## config.mk

```make
export PLATFORM = sky130hd
export DESIGN_NAME = smc_lane_ctrl
export DESIGN_NICKNAME = d
export VERILOG_FILES = /design/src/rtl/smc_pkg.sv /design/src/rtl/smc_addr_map.sv /design/src/rtl/smc_lane_gen.sv /design/src/rtl/smc_data_align.sv /design/src/rtl/smc_lane_ctrl.sv
export SDC_FILE = /design/constraint.sdc
export NUM_CORES = 1
export LEC_CHECK = 0
export ABC_AREA = 0
export CAP_MARGIN = 30
export CELL_PAD_IN_SITES_DETAIL_PLACEMENT = 0
export CELL_PAD_IN_SITES_GLOBAL_PLACEMENT = 1
export CORE_MARGIN = 3
export CORE_UTILIZATION = 36
export CTS_CLUSTER_DIAMETER = 60
export DETAILED_ROUTE_END_ITERATION = 10
export PLACE_DENSITY_LB_ADDON = 0.1
export SKIP_CTS_REPAIR_TIMING = 1
export SLEW_MARGIN = 20
export SYNTH_ARGS = -nofsm -noshare
export SYNTH_HDL_FRONTEND = slang
export SYNTH_SLANG_ARGS = --single-unit
```

## constraint.sdc

```tcl
create_clock -name clk -period 4.1 [get_ports clk]
set_input_delay 0.41 -clock clk [delete_from_list [all_inputs] [get_ports clk]]
set_output_delay 0.41 -clock clk [all_outputs]
set_load 0.03 [all_outputs]
```

## src/rtl/smc_pkg.sv

```systemverilog
package smc_pkg;
    localparam int LANES      = 4;
    localparam int DATA_W     = LANES * 8;
    localparam int HADDR_W    = 23;
    localparam int DEV_ADDR_W = 21;
    localparam int WAIT_W     = 4;

    typedef enum logic [1:0] {
        BW8  = 2'd0,
        BW16 = 2'd1,
        BW32 = 2'd2,
        BW32B = 2'd3
    } bank_w_e;

    typedef enum logic [1:0] {
        PH_IDLE    = 2'd0,
        PH_ACTIVE  = 2'd1,
        PH_RECOVER = 2'd2
    } phase_e;

    typedef struct packed {
        phase_e              phase;
        logic [WAIT_W-1:0]   cnt;
        logic                write;
        bank_w_e             width;
        logic                mode;
        logic [HADDR_W-1:0]  addr;
        logic [LANES-1:0]    be;
        logic [DATA_W-1:0]   wdata;
        logic                rsp_valid;
        logic [DATA_W-1:0]   rdata;
    } smc_state_t;
endpackage

```

## src/rtl/smc_addr_map.sv

```systemverilog
module smc_addr_map
    import smc_pkg::*;
#(
    parameter int AW_IN  = HADDR_W,
    parameter int AW_OUT = DEV_ADDR_W
) (
    input  bank_w_e           width,
    input  logic [AW_IN-1:0]  host_addr,
    output logic [AW_OUT-1:0] dev_addr
);
    localparam int SH_W = 2;

    logic [SH_W-1:0] shift;

    always_comb begin
        case (width)
            BW8:     shift = 2'd0;
            BW16:    shift = 2'd1;
            default: shift = 2'd2;
        endcase
    end

    always_comb begin
        dev_addr = '0;
        case (shift)
            2'd0:    dev_addr = host_addr[0 +: AW_OUT];
            2'd1:    dev_addr = host_addr[1 +: AW_OUT];
            default: dev_addr = host_addr[2 +: AW_OUT];
        endcase
    end
endmodule

```

## src/rtl/smc_lane_gen.sv

```systemverilog
module smc_lane_gen
    import smc_pkg::*;
#(
    parameter int NL = LANES
) (
    input  logic          active,
    input  logic          write,
    input  logic          mode,
    input  bank_w_e       width,
    input  logic [NL-1:0] be,
    output logic [NL-1:0] lane_n
);
    localparam int HALF = NL / 2;

    logic [NL-1:0] sel_d;
    logic          lane_act_d;

    always_comb begin
        sel_d = '0;
        case (width)
            BW8:     sel_d[NL-1] = be[0];
            BW16:    sel_d[NL-1 -: HALF] = be[HALF-1:0];
            default: sel_d = be;
        endcase
        lane_act_d = active && (mode || write);
    end

    for (genvar i = 0; i < NL; i++) begin : g_lane
        assign lane_n[i] = ~(lane_act_d & sel_d[i]);
    end
endmodule

```

## src/rtl/smc_data_align.sv

```systemverilog
module smc_data_align
    import smc_pkg::*;
#(
    parameter int DW = DATA_W
) (
    input  bank_w_e         width,
    input  logic [DW-1:0]   host_wdata,
    input  logic [DW-1:0]   bus_din,
    output logic [DW-1:0]   bus_dout,
    output logic [DW-1:0]   host_rdata
);
    localparam int HW = DW / 2;
    localparam int BW = 8;

    always_comb begin
        bus_dout   = '0;
        host_rdata = '0;
        case (width)
            BW8: begin
                bus_dout[DW-1 -: BW]  = host_wdata[BW-1:0];
                host_rdata[BW-1:0]    = bus_din[DW-1 -: BW];
            end
            BW16: begin
                bus_dout[DW-1 -: HW]  = host_wdata[HW-1:0];
                host_rdata[HW-1:0]    = bus_din[DW-1 -: HW];
            end
            default: begin
                bus_dout   = host_wdata;
                host_rdata = bus_din;
            end
        endcase
    end
endmodule

```

## src/rtl/smc_lane_ctrl.sv

```systemverilog
module smc_lane_ctrl
    import smc_pkg::*;
(
    input  logic                  clk,
    input  logic                  rst_n,
    input  logic [1:0]            cfg_width,
    input  logic                  cfg_lane_mode,
    input  logic [WAIT_W-1:0]     cfg_wait,
    input  logic                  req_valid,
    output logic                  req_ready,
    input  logic                  req_write,
    input  logic [HADDR_W-1:0]    req_addr,
    input  logic [LANES-1:0]      req_be,
    input  logic [DATA_W-1:0]     req_wdata,
    output logic                  rsp_valid,
    output logic [DATA_W-1:0]     rsp_rdata,
    output logic [DEV_ADDR_W-1:0] mem_addr,
    output logic                  mem_cs_n,
    output logic                  mem_oe_n,
    output logic                  mem_we_n,
    output logic [LANES-1:0]      mem_lane_n,
    output logic [DATA_W-1:0]     mem_dout,
    output logic                  mem_dout_en,
    input  logic [DATA_W-1:0]     mem_din
);
    smc_state_t          st_d, st_q;
    logic                active;
    logic [DATA_W-1:0]   rd_aligned;
    logic [WAIT_W-1:0]   wait_eff;

    assign active = (st_q.phase == PH_ACTIVE);
    assign wait_eff = (cfg_wait == '0) ? WAIT_W'(1) : cfg_wait;

    always_comb begin
        st_d           = st_q;
        st_d.rsp_valid = 1'b0;
        case (st_q.phase)
            PH_IDLE: begin
                if (req_valid) begin
                    st_d.phase = PH_ACTIVE;
                    st_d.cnt   = wait_eff - WAIT_W'(1);
                    st_d.write = req_write;
                    st_d.width = bank_w_e'(cfg_width);
                    st_d.mode  = cfg_lane_mode;
                    st_d.addr  = req_addr;
                    st_d.be    = req_be;
                    st_d.wdata = req_wdata;
                end
            end
            PH_ACTIVE: begin
                if (st_q.cnt == '0) begin
                    st_d.phase = PH_RECOVER;
                    if (!st_q.write) begin
                        st_d.rsp_valid = 1'b1;
                        st_d.rdata     = rd_aligned;
                    end
                end else begin
                    st_d.cnt = st_q.cnt - WAIT_W'(1);
                end
            end
            default: st_d.phase = PH_IDLE;
        endcase
    end

    always_ff @(posedge clk or negedge rst_n) begin
        if (!rst_n) begin
            st_q <= '{phase: PH_IDLE, width: BW32, default: '0};
        end else begin
            st_q <= st_d;
        end
    end

    smc_addr_map u_addr (
        .width     (st_q.width),
        .host_addr (st_q.addr),
        .dev_addr  (mem_addr)
    );

    smc_lane_gen u_lane (
        .active (active),
        .write  (st_q.write),
        .mode   (st_q.mode),
        .width  (st_q.width),
        .be     (st_q.be),
        .lane_n (mem_lane_n)
    );

    smc_data_align u_align (
        .width      (st_q.width),
        .host_wdata (st_q.wdata),
        .bus_din    (mem_din),
        .bus_dout   (mem_dout),
        .host_rdata (rd_aligned)
    );

    assign req_ready   = (st_q.phase == PH_IDLE);
    assign mem_cs_n    = ~active;
    assign mem_oe_n    = ~(active && !st_q.write);
    assign mem_we_n    = ~(active && st_q.write && st_q.mode);
    assign mem_dout_en = active && st_q.write;
    assign rsp_valid   = st_q.rsp_valid;
    assign rsp_rdata   = st_q.rdata;


    rd_lanes_high_chk: assert property (@(posedge clk) disable iff (!rst_n)
        (!mem_oe_n && !st_q.mode) |-> (mem_lane_n == '1));


    we_idle_mode0_chk: assert property (@(posedge clk) disable iff (!rst_n)
        !st_q.mode |-> mem_we_n);


    oe_we_excl_chk: assert property (@(posedge clk) disable iff (!rst_n)
        !(!mem_oe_n && !mem_we_n));


    narrow8_lanes_chk: assert property (@(posedge clk) disable iff (!rst_n)
        (!mem_cs_n && st_q.width == BW8) |-> (mem_lane_n[2:0] == 3'b111));


    busy_not_ready_chk: assert property (@(posedge clk) disable iff (!rst_n)
        !mem_cs_n |-> !req_ready);


    recover_gap_chk: assert property (@(posedge clk) disable iff (!rst_n)
        (!mem_cs_n ##1 mem_cs_n) |-> !req_ready);


    rsp_after_read_chk: assert property (@(posedge clk) disable iff (!rst_n)
        rsp_valid |-> $past(!mem_oe_n));


    addr_stable_chk: assert property (@(posedge clk) disable iff (!rst_n)
        (!mem_cs_n ##1 !mem_cs_n) |-> $stable(mem_addr));
endmodule

```

==> summary.md <==
| Metric | Value |
|---|---|
| CP Cell Sequence | buf_4 -> nand2_1 -> o21ai_0 -> clkdlybuf4s50_1 |
| XOR/XNOR Fraction of Synth Area | 0.166% |
| Clock root buffer | clkbuf_16 |
| Normalized max-slew margin | 61.0% |
| Synth-to-Final Area Change | 41.3% |
| CTS H-Tree Depth | 3 |
| Min-delay src | rsp_rdata[26]$_DFFE_PN0P_ |
| Crit path DAT | between 2000 and 3000 ps |
| Nets@finish | 771 |
| FMAX | around 330 MHz |
| Global-route wire length before repair | 22600 um |
| Post-synthesis simple-gate area fraction | 12.8% |
| Port bufs | between 150 and 200 |
| GR met1 Demand/Resource | 22.8% |
| TritonRoute pass-1 iters | 4 |
| Min Clock Period, post-route | 3020 ps |
| Worst reg2reg setup slack | ~1900 ps |
| Post-Synth Adder-Cell Area | less than 1% |
| Initial detailed-routing violation count | 246 |
| Number of CTS-inserted buffers | 9 |
| Vias | 4177 |
| Unrepaired setup endpoints after global routing | false |
| WS Path Type | reg2out |
| CTS tree | yes |
| Initial core utilization | between 30 and 40% |
| Top Ports | 197 |
| R2R Path End | rsp_rdata[31]$_DFFE_PN0P_ |
| Pwr dens | 990 nW/um^2 |
| Worst Hold Class | reg2reg |
| Post-route ant nets | 0 |
| Run status | complete, no violations |
| Post-DP HPWL | around 10000 um |
| Detailed Route WL | 14400 um |
| Critical path capture point type | output pin |
| Post-synth EDFFs | 0 |
| Setup crit end | mem_dout[30] |
| Worst flop-to-flop path startpoint | st_q[101]$_DFFE_PN0P_ |
| # DRC | 0 |
| Max clock buf depth | 2 |
| Post-Synthesis Cells | between 500 and 600 |
| Crit path max fanout | 48 |
| CP Launch Type | flip-flop |
| All-Layer GR Usage | 17.7% |
| Post-synthesis register bit count | 102 |
| Most Crowded Layer GR | met2 |
| Worst Path Required | approximately 3700 ps |
| Die Y | roughly 130 um |
| Post-synth net total | 621 |
| Multiplexer area fraction after synthesis | 20.9% |
| Reg2Reg Depth | 7 |
| Main synth FF type | dfrtp_1 |
| Largest net degree at the start of global routing | between 60 and 70 |
| Final std cell area, no fill | roughly 7400 um^2 |
| Grt met3 use | 5.47% |
| Placer Congestion | 0.801 |
| Gr ovfl total | 0 |
| Area of the mapped netlist | 5270 um^2 |
| Core area | 14100 um^2 |
| Met2 GRT Util | between 20% and 30% |
| Maximum VDD drop | between 0.5 and 0.6 mV |
| Worst-Skew Late Latency | 340 ps |
| Syn_area_per_cell | 10.2 um^2 |
| Largest family of logic cells by synthesized area | multiplexers |
| Share of post-route cells with drive strength above 1 | 12.6% |
| Num rows | 43 |
| Seq/Total Area, Yosys | 48.5% |
| Hold Violations, Final | 0 |
| Max_cap viols | 0 |
| Synth Warn # | 0 |
| Ys async rst share | 100% |
| Synth cell types | 35 |
| N_diodes | 0 |
| LEAKAGE | roughly 0.0032 uW |
| CP max stage cell | dfstp_4 |
| CP max stage delay | just under 900 ps |
| Placed cells | 835 |
| Worst-Margin Slew | 586 ps |
| Setup_tns | 0 ps |
| Fillers | 1297 |
| Final Cycle Share | approximately three quarters |
| Die ar. | about 16000 um^2 |
| CTS clock-pin slew for the worst setup and hold paths | approximately 70 ps |
| Final Non-Filler Cells | 852 |
| Number of global-route vias before repair | between 4000 and 5000 |
| Vias per cell | 4.90 |
| DP Area | 7140 um^2 |
| Critical Path Source | st_q[94]$_DFFE_PN1P_ |
| WL per Instance | 17.0 um |
| Initial antenna violation count | 0 |
| Die width | 127 um |
| Final setup fails | 0 |
| Max Clock Skew | ~6.8 ps |
| Fin. max-slew vios | 0 |
| Clock sink count | between 100 and 150 |
| Synth Area in Compound Gates | between 8 and 9% |
==> synthesized netlist by cell type (all sizes together) (2+ instances only) <==
library cell  count  area, um^2
a21oi             9        45.0
a22o              5        43.8
a22oi             8        60.1
a31oi             2        12.5
and2             17         106
buf              46         335
clkbuf           21        78.8
dfrtp           101        2530
ha                2        25.0
inv               8        30.0
mux2             63         709
mux2i            39         390
nand2            91         342
nand2b            2        12.5
nand3            19        95.1
nor2             18        75.1
nor3              3        15.0
o21ai            53         265
==> power by group <==
group          internal [uW]  switching (uW)
Clock                    460             366
Sequential              1520             472
Combinational           2060            2480
Total                   4040            3320
==> worst max-delay path: cells and delay by family (launching register included) <==
family / cells / cell delay (ps)
AO/OA/AOI/OAI: 1 / 120
buffers and inverters: 2 / 1170
flip-flops: 1 / 880
AND/OR/NAND/NOR: 1 / 90
==> per-layer routing <==
metal | vias up | routed length (um) | share of wire, %
met3 | 14 | 1160 | 8.0
met1 | 1976 | 6360 | 44
met4 | 0 | 201 | 1.4
met5 | - | 0 | 0
li1 | 2036 | - | -
met2 | 151 | 6720 | 47
==> cell families after synthesis <==
family | Yosys count
compound gates | 81
xor+xnor | 1
fa+ha+maj | 2
buf+inv | 75
flops | 102
mux | 102
simple gates | 154
==> layout make-up <==
class	count	area [um^2]	area share (%)
Clock buffer	13	270	3.63
Clock inverter	3	17.5	0.235
Inverter	8	30.0	0.404
Multi-Input combinational cell	340	2270	30.5
Sequential cell	102	2560	34.4
Tap cell	180	225	3.03
Timing Repair Buffer	206	2070	27.8
==> how the worst min path moves through the flow <==
stage / end / slack, ps / depth (start not counted)
4_1_cts: st_q[97]$_DFFE_PN0P_ / -40 / 1
2_1_floorplan: rsp_rdata[0]$_DFFE_PN0P_ / 110 / 0
6_report: rsp_rdata[26]$_DFFE_PN0P_ / 470 / 2
3_5_place_dp: st_q[97]$_DFFE_PN0P_ / 340 / 1
3_3_place_gp: rsp_rdata[29]$_DFFE_PN0P_ / 450 / 2
5_1_grt: rsp_rdata[26]$_DFFE_PN0P_ / 490 / 2
==> cells in the final DEF, fill, tap and decap left out, drive strengths merged, types with 2 or more instances in the layout <==
cell,n
clkdlybuf4s50,195
dfrtp,101
nand2,91
mux2,63
o21ai,53
mux2i,39
nand3,19
nor2,18
and2,17
clkbuf,13
buf,10
a21oi,9
a22oi,8
inv,8
a22o,5
nor3,3
nand2b,2
a31oi,2
ha,2
clkinv,2
==> registers in the layout, indices dropped and copies added, names as in the netlist <==
register / cells
rsp_valid: 1
rsp_rdata: 32
st_q: 69
==> per-stage QoR <==
stage,utilization (%),power (uW),hold slack (ps),worst slack [ps]
6_report,52.8,7360,467,1080
5_1_grt,52.8,7840,491,897
4_1_cts,52.7,7470,-37.2,1020
3_5_place_dp,50.7,6590,340,1420
3_3_place_gp,50.5,6540,453,1410
2_1_floorplan,-,5060,114,1820
No activity file was read; power rests on OpenSTA's default activity.
